File: src/rtl/wb2_pkg.sv
package wb2_pkg;
  localparam int WAYS = 2;
  typedef enum logic [1:0] {ST_IDLE, ST_WBACK, ST_FILL, ST_RESP} st_e;
endpackage

File: src/rtl/wb2_lookup.sv
module wb2_lookup #(
  parameter int TW = 5
) (
  input  logic [TW-1:0] tag_i,
  input  logic [TW-1:0] way_tag_i [wb2_pkg::WAYS],
  input  logic [wb2_pkg::WAYS-1:0] way_valid_i,
  input  logic          mru_i,
  output logic          hit_o,
  output logic          hit_way_o,
  output logic          victim_way_o
);
  logic [wb2_pkg::WAYS-1:0] match;

  for (genvar w = 0; w < wb2_pkg::WAYS; w++) begin : g_cmp
    assign match[w] = way_valid_i[w] && (way_tag_i[w] == tag_i);
  end

  assign hit_o     = |match;
  assign hit_way_o = match[1];

  // invalid ways first, else the way not most recently used
  always_comb begin
    if (!way_valid_i[0])      victim_way_o = 1'b0;
    else if (!way_valid_i[1]) victim_way_o = 1'b1;
    else                      victim_way_o = ~mru_i;
  end


  always_comb begin
    hit_onehot_chk: assert ($onehot0(match) || $isunknown(match));
  end
endmodule

File: src/rtl/wb2_store.sv
module wb2_store #(
  parameter int SETS = 8,
  parameter int TW   = 5,
  parameter int DW   = 16,
  localparam int IW  = $clog2(SETS)
) (
  input  logic          clk_i,
  input  logic          rst_ni,
  input  logic          flush_i,
  input  logic [IW-1:0] idx_i,
  output logic [TW-1:0] rd_tag_o   [wb2_pkg::WAYS],
  output logic [DW-1:0] rd_data_o  [wb2_pkg::WAYS],
  output logic [wb2_pkg::WAYS-1:0] rd_valid_o,
  output logic [wb2_pkg::WAYS-1:0] rd_dirty_o,
  output logic          rd_mru_o,
  input  logic          wr_en_i,
  input  logic          wr_way_i,
  input  logic [TW-1:0] wr_tag_i,
  input  logic [DW-1:0] wr_data_i,
  input  logic          wr_dirty_i,
  input  logic          mru_en_i,
  input  logic          mru_way_i
);
  logic [TW-1:0] tag_q   [SETS][wb2_pkg::WAYS];
  logic [DW-1:0] data_q  [SETS][wb2_pkg::WAYS];
  logic [wb2_pkg::WAYS-1:0] valid_q [SETS];
  logic [wb2_pkg::WAYS-1:0] dirty_q [SETS];
  logic [SETS-1:0] mru_q;

  for (genvar w = 0; w < wb2_pkg::WAYS; w++) begin : g_rd
    assign rd_tag_o[w]  = tag_q[idx_i][w];
    assign rd_data_o[w] = data_q[idx_i][w];
  end
  assign rd_valid_o = valid_q[idx_i];
  assign rd_dirty_o = dirty_q[idx_i];
  assign rd_mru_o   = mru_q[idx_i];

  always_ff @(posedge clk_i or negedge rst_ni) begin
    if (!rst_ni) begin
      for (int s = 0; s < SETS; s++) begin
        valid_q[s] <= '0;
        dirty_q[s] <= '0;
        for (int w = 0; w < wb2_pkg::WAYS; w++) begin
          tag_q[s][w]  <= '0;
          data_q[s][w] <= '0;
        end
      end
      mru_q <= '0;
    end else if (flush_i) begin
      for (int s = 0; s < SETS; s++) begin
        valid_q[s] <= '0;
        dirty_q[s] <= '0;
      end
    end else begin
      if (wr_en_i) begin
        tag_q[idx_i][wr_way_i]   <= wr_tag_i;
        data_q[idx_i][wr_way_i]  <= wr_data_i;
        valid_q[idx_i][wr_way_i] <= 1'b1;
        dirty_q[idx_i][wr_way_i] <= wr_dirty_i;
      end
      if (mru_en_i) mru_q[idx_i] <= mru_way_i;
    end
  end

  for (genvar s = 0; s < SETS; s++) begin : g_chk

    dirty_valid_chk: assert property (@(posedge clk_i) disable iff (!rst_ni)
      (dirty_q[s] & ~valid_q[s]) == '0);

    flush_clr_chk: assert property (@(posedge clk_i) disable iff (!rst_ni)
      flush_i |=> (valid_q[s] == '0) && (dirty_q[s] == '0));
  end
endmodule

File: src/rtl/wb2_cache.sv
module wb2_cache
  import wb2_pkg::*;
#(
  parameter int AW   = 8,
  parameter int DW   = 16,
  parameter int SETS = 8,
  localparam int IW  = $clog2(SETS),
  localparam int TW  = AW - IW
) (
  input  logic          clk_i,
  input  logic          rst_ni,
  input  logic          flush_i,
  input  logic          cpu_req_i,
  input  logic          cpu_we_i,
  input  logic [AW-1:0] cpu_addr_i,
  input  logic [DW-1:0] cpu_wdata_i,
  output logic [DW-1:0] cpu_rdata_o,
  output logic          cpu_ready_o,
  output logic          mem_req_o,
  output logic          mem_we_o,
  output logic [AW-1:0] mem_addr_o,
  output logic [DW-1:0] mem_wdata_o,
  input  logic [DW-1:0] mem_rdata_i,
  input  logic          mem_ack_i
);
  st_e st_q, st_d;
  logic vway_q, vway_d;

  logic [IW-1:0] idx;
  logic [TW-1:0] tag;
  assign idx = cpu_addr_i[IW-1:0];
  assign tag = cpu_addr_i[AW-1:IW];

  logic [TW-1:0] rd_tag  [WAYS];
  logic [DW-1:0] rd_data [WAYS];
  logic [WAYS-1:0] rd_valid, rd_dirty;
  logic rd_mru, hit, hit_way, victim_way;

  logic          wr_en, wr_way, wr_dirty, mru_en, mru_way, flush_en;
  logic [DW-1:0] wr_data;

  wb2_lookup #(.TW(TW)) u_lookup (
    .tag_i(tag), .way_tag_i(rd_tag), .way_valid_i(rd_valid), .mru_i(rd_mru),
    .hit_o(hit), .hit_way_o(hit_way), .victim_way_o(victim_way)
  );

  wb2_store #(.SETS(SETS), .TW(TW), .DW(DW)) u_store (
    .clk_i, .rst_ni, .flush_i(flush_en), .idx_i(idx),
    .rd_tag_o(rd_tag), .rd_data_o(rd_data), .rd_valid_o(rd_valid),
    .rd_dirty_o(rd_dirty), .rd_mru_o(rd_mru),
    .wr_en_i(wr_en), .wr_way_i(wr_way), .wr_tag_i(tag), .wr_data_i(wr_data),
    .wr_dirty_i(wr_dirty), .mru_en_i(mru_en), .mru_way_i(mru_way)
  );

  logic idle_acc;
  assign idle_acc = (st_q == ST_IDLE) && cpu_req_i && !flush_i;
  assign flush_en = (st_q == ST_IDLE) && flush_i;

  always_comb begin
    st_d     = st_q;
    vway_d   = vway_q;
    wr_en    = 1'b0;
    wr_way   = vway_q;
    wr_data  = cpu_wdata_i;
    wr_dirty = 1'b1;
    mru_en   = 1'b0;
    mru_way  = vway_q;
    unique case (st_q)
      ST_IDLE: if (idle_acc) begin
        if (hit) begin
          wr_en   = cpu_we_i;
          wr_way  = hit_way;
          mru_en  = 1'b1;
          mru_way = hit_way;
        end else begin
          vway_d = victim_way;
          if (rd_valid[victim_way] && rd_dirty[victim_way]) st_d = ST_WBACK;
          else if (cpu_we_i)                                 st_d = ST_RESP;
          else                                               st_d = ST_FILL;
        end
      end
      ST_WBACK: if (mem_ack_i) st_d = cpu_we_i ? ST_RESP : ST_FILL;
      ST_FILL: if (mem_ack_i) begin
        wr_en    = 1'b1;
        wr_data  = mem_rdata_i;
        wr_dirty = 1'b0;
        st_d     = ST_RESP;
      end
      ST_RESP: begin
        wr_en  = cpu_we_i;
        mru_en = 1'b1;
        st_d   = ST_IDLE;
      end
      default: st_d = ST_IDLE;
    endcase
  end

  always_ff @(posedge clk_i or negedge rst_ni) begin
    if (!rst_ni) begin
      st_q   <= ST_IDLE;
      vway_q <= 1'b0;
    end else begin
      st_q   <= st_d;
      vway_q <= vway_d;
    end
  end

  assign cpu_ready_o = (idle_acc && hit) || (st_q == ST_RESP);
  assign cpu_rdata_o = (st_q == ST_RESP) ? rd_data[vway_q] : rd_data[hit_way];
  assign mem_req_o   = (st_q == ST_WBACK) || (st_q == ST_FILL);
  assign mem_we_o    = (st_q == ST_WBACK);
  assign mem_addr_o  = (st_q == ST_WBACK) ? {rd_tag[vway_q], idx} : cpu_addr_i;
  assign mem_wdata_o = rd_data[vway_q];


  mem_hold_chk: assert property (@(posedge clk_i) disable iff (!rst_ni)
    mem_req_o && !mem_ack_i |=> mem_req_o && $stable(mem_addr_o) && $stable(mem_we_o));

  rdy_excl_chk: assert property (@(posedge clk_i) disable iff (!rst_ni)
    !(cpu_ready_o && mem_req_o));

  wb_dirty_chk: assert property (@(posedge clk_i) disable iff (!rst_ni)
    mem_req_o && mem_we_o |-> rd_valid[vway_q] && rd_dirty[vway_q]);

  hit_nomem_chk: assert property (@(posedge clk_i) disable iff (!rst_ni)
    (st_q == ST_IDLE) && cpu_ready_o |=> !mem_req_o);
endmodule

File: config.mk
export PLATFORM = sky130hd
export DESIGN_NAME = wb2_cache
export DESIGN_NICKNAME = d
export VERILOG_FILES = /design/src/rtl/wb2_pkg.sv /design/src/rtl/wb2_lookup.sv /design/src/rtl/wb2_store.sv /design/src/rtl/wb2_cache.sv
export SDC_FILE = /design/constraint.sdc
export NUM_CORES = 1
export LEC_CHECK = 0
export ABC_AREA = 0
export BUFFER_PORTS_ARGS = -buffer_cell sky130_fd_sc_hd__buf_4
export CORE_MARGIN = 5
export CORE_UTILIZATION = 55
export DETAILED_ROUTE_END_ITERATION = 7
export PLACE_DENSITY = 0.73
export SYNTH_ARGS = -nofsm -noshare
export SYNTH_HDL_FRONTEND = slang
export SYNTH_HIERARCHICAL = 1
export SYNTH_SLANG_ARGS = --single-unit
File: constraint.sdc
create_clock -name clk_i -period 5 [get_ports clk_i]
set_input_delay 0.75 -clock clk_i [delete_from_list [all_inputs] [get_ports clk_i]]
set_output_delay 0.75 -clock clk_i [all_outputs]
set_load 0.02 [all_outputs]
==> metrics.txt <==
fraction of layout cells with a size suffix above 1=51.8%; register-to-register setup slack=1.26 ns; multi-input combinational cell area=8370 µm²; Seq/Total Area, Yosys=50.9%; largest cells by area after synthesis=dfrtp_1 51%, mux2_2 24%, mux4_2 8.0%, mux2_4 2.3%, mux2i_1 1.7%; crit share post-route=88.0%; DR iter-0 viols=between 800 and 900; vias in the first global route=12200; clk root buf=clkbuf_16; Critical Path AT=~3.7 ns; Worst Path Required=around 4.3 ns; Num Clock Sinks=379; final-report setup violation count=0; # rows=67; Fmax=0.227 GHz; # placed instances=around 1800; R2R cell count=11; antenna diode count=0; cell taking the most area after synthesis=dfrtp_1; area growth from synthesis to layout=13.3%; routed vias=11300; die height=194 µm; gr usage total=roughly a quarter; DRT Pass-1 Iters=7; CTS max path bufs=3; Synth Area per Inst=14.5 µm²; CTS tree=yes; Fin Setup TNS=0 ns; final hold violations=0; # DRC=0; Async SR Flop Fraction=100%; GPL Wtd Cong=0.829; pwr/cell area=~600 nW/µm²; Clock Skew=0.0161 ns; ys flop type=dfrtp_1; Final min period=between 4 and 5 ns; CTS Buf Count=40; critical path class=in -> out; leakage=a little under 10 nW; starting density of the core=55.6%; post-route insts no fill=1835; number of enable flip-flop cells after synthesis=0; Final Max Slew Viols=0; Adder-Cell Fraction of Synth Area=0.336%; clock-pin slew on the worst setup and hold paths=0.06 ns; Synth top area share=between 50 and 60%; Detail Route Antenna Nets=0; Post-Synth Simple-Gate Area=3.59%; #FFs+latches synth=about 380; Die X=194 µm; antenna violations before repair=0; Worst-Margin Slew=0.827 ns; Vias/cell=6.17; first-pass GRT wire length=71.5 mm; Total Die Area=about 38000 µm²; Post-Synth XOR/XNOR Area=0.470%; Hold Crit Class=in -> async; GRT overflow=0; later-pin clock latency in the skew report=0.53 ns; cts hold-fix bufs=0; Post-CTS Resized=0; Warnings, synthesis=6; FF+latch area=between 9000 and 10000 µm²; H-tree Lvls=2; post-CTS setup buffers=0; final WL=around 44 mm; max_slew headroom=44.9%; crit end category=output port; fin area=about 21000 µm²; largest net degree at the start of global routing=127; nets=between 1000 and 1500; Max VDD drop=0.417 mV; Max FO, Critical Path=23; RSZ-0062 raised after global routing=false; status=complete, no violations; Max-Cap Viols=0; cells after synthesis=1284; crit start category=input pin; synth unique cells=58; DR WL/cell=24.2 µm; # IOs=89; multiplexer share of the synthesized area=36.2%; syn_nets=1335; Area after DPL=19700 µm²; Core Area=about 34000 µm²; Compound-Gate Fraction of Synth Area=4.33%; capture point of the worst reg-to-reg path=u_store/data_q[36]$_DFFE_PN0P_; DP Wirelength=27.8 mm; port bufs=between 80 and 90; RR Startpoint=u_store/tag_q[46]$_DFFE_PN0P_; Mapped Area=about 19000 µm²; fillcell total=between 2000 and 3000; largest family of logic cells by synthesized area=multiplexers
==> logic make-up after synthesis <==
logic type | after synthesis
buf+inv | 135
compound gates | 115
fa+ha+maj | 5
mux | 526
simple gates | 114
xor+xnor | 10
flops | 379
==> worst max-delay path by stage <==
stage	from	to	slack [ns]	depth (start not counted)
2_1_floorplan	cpu_addr_i[0]	u_store/tag_q[60]$_DFFE_PN0P_	0.81	14
3_3_place_gp	cpu_addr_i[1]	u_store/data_q[41]$_DFFE_PN0P_	0.42	15
3_5_place_dp	cpu_addr_i[0]	u_store/data_q[197]$_DFFE_PN0P_	0.37	15
4_1_cts	cpu_addr_i[0]	cpu_rdata_o[14]	0.59	12
5_1_grt	cpu_addr_i[0]	cpu_rdata_o[14]	0.42	12
6_report	cpu_addr_i[1]	cpu_rdata_o[14]	0.60	13
==> state kept, by name (all words and copies together) (netlist names) <==
name and count:
vway_q 1, u_store/tag_q 80, u_store/valid_q 16, st_q 2, u_store/data_q 256, u_store/dirty_q 16, u_store/mru_q 8
==> report_power, final <==
part / switching, mW / internal, mW / total, mW
clock network: 1.20 / 1.99 / 3.20
registers: 0.704 / 4.47 / 5.17
logic: 1.78 / 2.35 / 4.13
total: 3.68 / 8.81 / 12.5
==> per-stage QoR <==
stage                     power, mW  util [%]  worst slack [ns]  hold WS (ns)
final                          12.5      63.0             0.600         0.256
after CTS                      12.6      63.0             0.593         0.304
after global routing           13.2      63.0             0.421         0.322
after global placement         9.14      58.7             0.421         0.464
after detailed placement       9.32      58.7             0.369         0.472
after floorplan                8.08         -             0.813         0.448
==> cells in the mapped netlist, drive strengths merged (3+ instances only) <==
| cell | instances |
|---|---|
| mux4 | 66 |
| and3 | 7 |
| nand3b | 7 |
| mux2i | 33 |
| mux2 | 427 |
| o221ai | 9 |
| buf | 83 |
| dfrtp | 379 |
| nor2 | 11 |
| a22o | 4 |
| o22ai | 5 |
| xor2 | 8 |
| nand2 | 30 |
| o31ai | 3 |
| nand4 | 6 |
| ha | 5 |
| o21ai | 26 |
| nor4 | 3 |
| and2 | 6 |
| clkbuf | 35 |
| a221o | 6 |
| a21oi | 21 |
| or3b | 4 |
| inv | 16 |
| nand2b | 3 |
| nor2b | 12 |
| nand3 | 14 |
| o22a | 8 |
| a21o | 5 |
| a22oi | 18 |
==> cell type report <==
cell class,instances,area share (%)
inverters,17,0.302
clock inverters,12,1.06
flip-flops and latches,379,44.9
well taps,448,2.65
repair buffers,150,5.68
clock buffers,59,5.75
multi-input cells,770,39.6
==> layer usage <==
metal	vias up	part of all wire [%]	global-route usage, %	wire length, µm
li1	4908	-	-	-
met1	6029	46	34.8	20200
met2	305	47	37.8	20800
met3	77	4.8	3.27	2150
met4	0	2.8	6.82	1240
met5	-	0	0	0
==> cells in the final DEF (no fill, tap or decap), types with 7 or more instances in the layout <==
master and count:
buf_4 143, mux2_4 29, xor2_1 8, a21oi_1 21, clkbuf_1 7, mux2_2 395, mux2i_1 32, mux4_2 66
dfrtp_1 379, o221ai_1 9, o21ai_0 26, nor2_1 11, nor2b_1 12, inv_1 16, clkbuf_8 10, nand3_1 14
nand2_1 29, nand3b_1 7, o22a_1 8, clkbuf_16 42, a22oi_1 18
==> worst max-delay path: stages <==
cell and delay (ns):
buf_4 0.31, buf_4 0.30, nor2_1 0.09, buf_4 0.18, a22oi_1 0.19, o221ai_1 0.23, xor2_1 0.21, nor4_2 0.31
and3_1 0.27, mux2i_4 0.10, buf_12 0.18, mux2_4 0.32, buf_4 0.16
Note: power is estimated with default switching activity, not from simulation.
